[src/rtl/srg_pkg.sv]
package srg_pkg;
  // Saturating increment of the hold counter.
  function automatic logic [31:0] sat_inc(input logic [31:0] cnt, input logic [31:0] lim);
    return (cnt >= lim) ? lim : cnt + 32'd1;
  endfunction

  // Counter width needed to hold values 0..lim.
  function automatic int cnt_width(input int lim);
    return (lim < 1) ? 1 : $clog2(lim + 1);
  endfunction
endpackage

[src/rtl/srg_sync.sv]
module srg_sync #(
  parameter int              WIDTH   = 2,
  parameter logic [WIDTH-1:0] INIT_VAL = '0
) (
  input  logic             clk,
  input  logic             init_n,
  input  logic [WIDTH-1:0] async_i,
  output logic [WIDTH-1:0] sync_o
);
  for (genvar b = 0; b < WIDTH; b++) begin : g_bit
    logic stage1_q, stage2_q;
    always_ff @(posedge clk or negedge init_n) begin
      if (!init_n) begin
        stage1_q <= INIT_VAL[b];
        stage2_q <= INIT_VAL[b];
      end else begin
        stage1_q <= async_i[b];
        stage2_q <= stage1_q;
      end
    end
    assign sync_o[b] = stage2_q;
  end
endmodule

[src/rtl/srg_hold_timer.sv]
module srg_hold_timer #(
  parameter int HOLD_CYCLES = 10_000_000
) (
  input  logic clk,
  input  logic init_n,
  input  logic cause_i,
  output logic released_o
);
  localparam int             CW     = srg_pkg::cnt_width(HOLD_CYCLES);
  localparam logic [CW-1:0]  HOLD_V = CW'(HOLD_CYCLES);

  logic [CW-1:0] cnt_q, cnt_next;
  logic          released_q, release_d;

  always_comb begin
    cnt_next  = cause_i ? '0 : CW'(srg_pkg::sat_inc(32'(cnt_q), 32'(HOLD_CYCLES)));
    release_d = !cause_i && (cnt_next == HOLD_V);
  end

  always_ff @(posedge clk or negedge init_n) begin
    if (!init_n) begin
      cnt_q      <= '0;
      released_q <= 1'b0;
    end else begin
      cnt_q      <= cnt_next;
      released_q <= release_d;
    end
  end

  assign released_o = released_q;

  assert_no_overflow_R7: assert property (@(posedge clk) disable iff (!init_n)
    cnt_q <= HOLD_V);

  assert_restart_R6: assert property (@(posedge clk) disable iff (!init_n)
    cause_i |=> (cnt_q == '0));

  assert_release_at_limit_R2: assert property (@(posedge clk) disable iff (!init_n)
    $rose(released_q) |-> (cnt_q == HOLD_V));
endmodule

[src/rtl/supply_reset_gen.sv]
module supply_reset_gen #(
  parameter int HOLD_CYCLES = 10_000_000
) (
  input  logic clk,
  input  logic init_n,
  input  logic supply_low_i,
  input  logic man_rst_n_i,
  output logic rst_n_o,
  output logic rst_o
);
  // bit 1: supply-low (asserting value 1), bit 0: manual request (asserting value 0)
  logic [1:0] req_sync;
  logic       supply_low_s, man_rst_n_s;
  logic       cause;
  logic       released;

  srg_sync #(.WIDTH(2), .INIT_VAL(2'b10)) u_sync (
    .clk    (clk),
    .init_n (init_n),
    .async_i({supply_low_i, man_rst_n_i}),
    .sync_o (req_sync)
  );

  assign supply_low_s = req_sync[1];
  assign man_rst_n_s  = req_sync[0];
  assign cause        = supply_low_s | ~man_rst_n_s;

  srg_hold_timer #(.HOLD_CYCLES(HOLD_CYCLES)) u_timer (
    .clk       (clk),
    .init_n    (init_n),
    .cause_i   (cause),
    .released_o(released)
  );

  assign rst_n_o = released;
  assign rst_o   = ~released;

  assert_supply_asserts_R1: assert property (@(posedge clk) disable iff (!init_n)
    supply_low_s |=> !rst_n_o);

  assert_manual_asserts_R3: assert property (@(posedge clk) disable iff (!init_n)
    !man_rst_n_s |=> !rst_n_o);

  assert_release_quiet_R4: assert property (@(posedge clk) disable iff (!init_n)
    $rose(rst_n_o) |-> !$past(cause));
endmodule

[config.mk]
export PLATFORM = sky130hd
export DESIGN_NAME = supply_reset_gen
export DESIGN_NICKNAME = d
export VERILOG_FILES = /design/src/rtl/srg_pkg.sv /design/src/rtl/srg_sync.sv /design/src/rtl/srg_hold_timer.sv /design/src/rtl/supply_reset_gen.sv
export SDC_FILE = /design/constraint.sdc
export NUM_CORES = 1
export LEC_CHECK = 0
export ABC_AREA = 1
export BUFFER_PORTS_ARGS = -buffer_cell sky130_fd_sc_hd__buf_2
export CAP_MARGIN = 10
export CORE_AREA = 4 4 61 63
export CTS_CLUSTER_DIAMETER = 60
export DETAILED_ROUTE_END_ITERATION = 8
export DIE_AREA = 0 0 65 67
export GPL_TIMING_DRIVEN = 1
export PLACE_DENSITY = 0.86
export SLEW_MARGIN = 20
export SYNTH_ARGS = -nofsm -noshare
export SYNTH_HDL_FRONTEND = slang
export SYNTH_SLANG_ARGS = --single-unit
[constraint.sdc]
create_clock -name clk -period 2 [get_ports clk]
set_input_delay 0.1 -clock clk [delete_from_list [all_inputs] [get_ports clk]]
set_output_delay 0.1 -clock clk [all_outputs]
set_load 0.1 [all_outputs]
==> impl_metrics.sql <==
INSERT INTO impl_metrics (metric_group, metric, value, unit) VALUES
('run_status', 'status', 'finished, final reports clean', ''),
('finish', 'post-route-util', '64.0', '%'),
('power_and_ir_drop', 'ir_worst_vdd', '0.481', 'mV'),
('global_routing', 'global_route.peak_usage_layer', 'met2', ''),
('floorplan', 'floorplan.die.height', '67', 'um'),
('synth', 'syn_inst_count', '265', ''),
('timing', 'total_count_of_hold_check_failures_in_the_final_report', '0', ''),
('detailed_routing', 'routed_via_count', '1735', ''),
('floorplan', 'row_count', '21', ''),
('clocking', 'clkSinkCount', '29', ''),
('floorplan', 'dieWidth', '65', 'um'),
('global_routing', 'grt_util_met2', '38.3', '%'),
('run', 'max_cap_viol_count', '0', ''),
('setup_path', 'arrival', '2.14', 'ns'),
('detailed_routing', 'drc', '0', ''),
('setup_path', 'worst-setup-path-type', 'reg -> reg', ''),
('power_and_ir_drop', 'power_leakage', '0.00100', 'uW'),
('timing', 'fin_crit_sh', '93.2', '%'),
('synth', 'synth.ff_latch_count', '29', ''),
('power_and_ir_drop', 'power-per-cell-area', '475', 'mW/mm^2'),
('finish', 'commonest_cells_after_routing_fill_and_taps_aside', '76 x sky130_fd_sc_hd__nand2_1, 47 x sky130_fd_sc_hd__nor2_1, 31 x sky130_fd_sc_hd__inv_1', ''),
('finish', 'layout_commonest_cell', 'sky130_fd_sc_hd__nand2_1', ''),
('detailed_routing', 'drt-wirelength-per-cell', '13.3', 'um'),
('clocking', 'clock-root-buffer', 'sky130_fd_sc_hd__clkbuf_4', ''),
('synth', 'mappedNetlistArea', '0.00187', 'mm^2'),
('setup_path', 'critical_path_maximum_fanout', '4', ''),
('finish', 'multi_input_comb_area', '987', 'um^2'),
('synth', 'synth-seq-area-share', '39.0', '%'),
('setup_path', 'required', '2.28', 'ns'),
('finish', 'layout-area-overhead-vs-synth', '10.8', '%'),
('timing', 'min_period', '1.86', 'ns'),
('timing', 'timing.final.max_slew_violations', '0', ''),
('floorplan', 'i_o_pin_total', '6', ''),
('clocking', 'cts.path.max_buffers', '2', ''),
('detailed_routing', 'routed_via_density', '5.23', ''),
('global_routing', 'first_global_vias', '1680', ''),
('global_routing', 'globalRouteMet3Util', '4.89', '%'),
('timing', 'setup_total_negative_slack', '0', 'ns'),
('setup_path', 'endpoint_kind', 'flop', ''),
('global_routing', 'wire_length_of_the_first_global_routing_pass', '7.58', 'mm'),
('detailed_routing', 'first_pass_iters', '4', ''),
('floorplan', 'core', '0.00323', 'mm^2'),
('timing', 'skew', '0.0155', 'ns'),
('clocking', 'tritoncts.num_buffers', '5', ''),
('detailed_routing', 'wirelength_routed', '4.42', 'mm'),
('timing', 'worst_pin_slew', '0.633', 'ns'),
('global_routing', 'track_usage', '23.7', '%'),
('global_routing', 'gr-usage-met1', '29.4', '%'),
('synth', 'synth.yosys.warnings', '0', ''),
('detailed_routing', 'initialDrtViolationCount', '119', ''),
('synth', 'post_synth.cell_area_avg', '7.04', 'um^2'),
('finish', 'insertedDiodeCount', '0', ''),
('finish', 'post_route_cells_drive_above_1_share', '16.4', '%'),
('synth', 'synth_cell_type_count', '27', ''),
('detailed_routing', 'route.antenna.remaining_nets', '0', ''),
('clocking', 'clock_tree_from_tritoncts', 'built', ''),
('finish', 'layout.nets', '291', ''),
('floorplan', 'fp.dieArea', '0.00436', 'mm^2'),
('global_routing', 'grt_max_degree', '30', ''),
('timing', 'setup_viol', '0', ''),
('clocking', 'clk_pin_slew', '0.10', 'ns'),
('global_routing', 'antenna_found_initial', '0', ''),
('floorplan', 'starting_density', '57.7', '%'),
('clocking', 'insertion_delay', '0.34', 'ns'),
('synth', 'synth_fp_nets', '271', ''),
('finish', 'seqCellArea', '728', 'um^2'),
('place', 'io_buffers', '5', ''),
('place', 'globalplace.congestion', '0.941', ''),
('global_routing', 'overflow', '0', ''),
('worst_hold_path', 'hold_path_class', 'in -> async', ''),
('timing', 'maxSlewHeadroom', '57.8', '%'),
('timing', 'maximum_operating_frequency', '0.537', 'GHz'),
('place', 'dp_hpwl', '3.41', 'mm'),
('finish', 'fillCellCount', '284', ''),
('setup_path', 'setup.worst_path.start_class', 'flop', ''),
('clocking', 'count_of_h_tree_levels_built_during_cts', '2', '');
[metal layers]
metal  vias to the layer above  wire (um)
met4                         0        175
li1                        857          -
met3                        20        225
met1                       799       1900
met5                         -          0
met2                        59       2120
[worst max-delay path, stage by stage, from the launching register on]
cell and delay (ns):
sky130_fd_sc_hd__dfrtp_1 0.40, sky130_fd_sc_hd__nand3_1 0.18, sky130_fd_sc_hd__nor2_1 0.40, sky130_fd_sc_hd__nand3_1 0.18, sky130_fd_sc_hd__xor2_1 0.21, sky130_fd_sc_hd__a21oi_1 0.09
sky130_fd_sc_hd__nor2_1 0.16, sky130_fd_sc_hd__nand3_1 0.09, sky130_fd_sc_hd__nor2_1 0.10
[synthesized netlist by cell type, drive strengths merged]
| cell | count | area (um^2) |
|---|---|---|
| xnor2 | 4 | 35.0 |
| nor3 | 1 | 5.00 |
| a21oi | 9 | 48.8 |
| nand2 | 80 | 310 |
| ha | 2 | 25.0 |
| nor2 | 61 | 299 |
| clkinv | 1 | 3.75 |
| xor2 | 9 | 78.8 |
| dfstp | 2 | 52.6 |
| a31oi | 1 | 6.26 |
| nand3 | 21 | 115 |
| dfrtp | 27 | 676 |
| and2 | 1 | 6.26 |
| inv | 35 | 131 |
| clkbuf | 1 | 3.75 |
| nand4 | 2 | 12.5 |
| buf | 1 | 11.3 |
| nand3b | 1 | 7.51 |
| o211ai | 1 | 12.5 |
| o21ai | 5 | 25.0 |
[state kept, by name (all words and copies together) (netlist names)]
name	flops
u_timer.cnt_q	24
u_timer.released_o	1
u_sync.g_bit.stage1_q	2
u_sync.g_bit.stage2_q	2
[through the flow]
| step | worst slack (ns) | instances | total power, uW | hold slack [ns] | instance area (um^2) |
|---|---|---|---|---|---|
| 6_report | 0.136 | 332 | 982 | 0.313 | 2070 |
| 3_3_place_gp | 0.200 | 317 | 647 | 0.155 | 1960 |
| 4_1_cts | 0.138 | 328 | 988 | 0.340 | 2040 |
| 2_1_floorplan | 0.338 | 265 | 624 | -0.196 | 1870 |
| 3_5_place_dp | 0.158 | 317 | 648 | 0.158 | 1960 |
| 5_1_grt | -0.0113 | 332 | 1020 | 0.351 | 2070 |
[final timing paths]
path / from / end / slack [ns] / cells after the start
setup / recovery: u_timer.cnt_q[0] / u_timer.released_o / 0.14 / 8
hold / removal: init_n / u_timer.cnt_q[18] / 0.31 / 2
setup reg to reg: u_timer.cnt_q[0] / u_timer.released_o / 0.14 / 8
hold reg to reg: u_sync.g_bit[1].stage1_q / u_sync.g_bit[1].stage2_q / 0.35 / 0
max in group asynchronous: init_n / u_timer.cnt_q[6] / 1.26 / 2
min in group clk: u_sync.g_bit[1].stage1_q / u_sync.g_bit[1].stage2_q / 0.35 / 0
[power breakdown]
group          internal (uW)  switching (uW)
Sequential               593            3.02
Combinational           13.9            30.6
Clock                    134             208
Total                    741             241
[final cells by class]
cell class,instances,share of cell area (%)
clock inverter,2,0.484
multi-input combinational,198,47.8
tap,46,2.78
sequential,29,35.2
inverter,36,6.54
timing repair buffer,15,5.21
clock buffer,6,2.00
[kinds of logic after synthesis]
kind of cell	Yosys count	share of synthesized area, %
buffers and inverters	38	8.05
AND/OR/NAND/NOR	167	40.5
adder cells (fa/ha/maj)	2	1.34
flip-flops	29	39.0
AO/OA/AOI/OAI	16	4.96
XOR/XNOR	13	6.10
[repair_timing]
item,CTS,global route
buffers inserted,0,4
hold buffers,3,0
setup endpoints to repair,0,1
gates resized for setup,0,1
endpoints found under the hold margin,29,0
No activity file was read; power rests on OpenSTA's default activity.
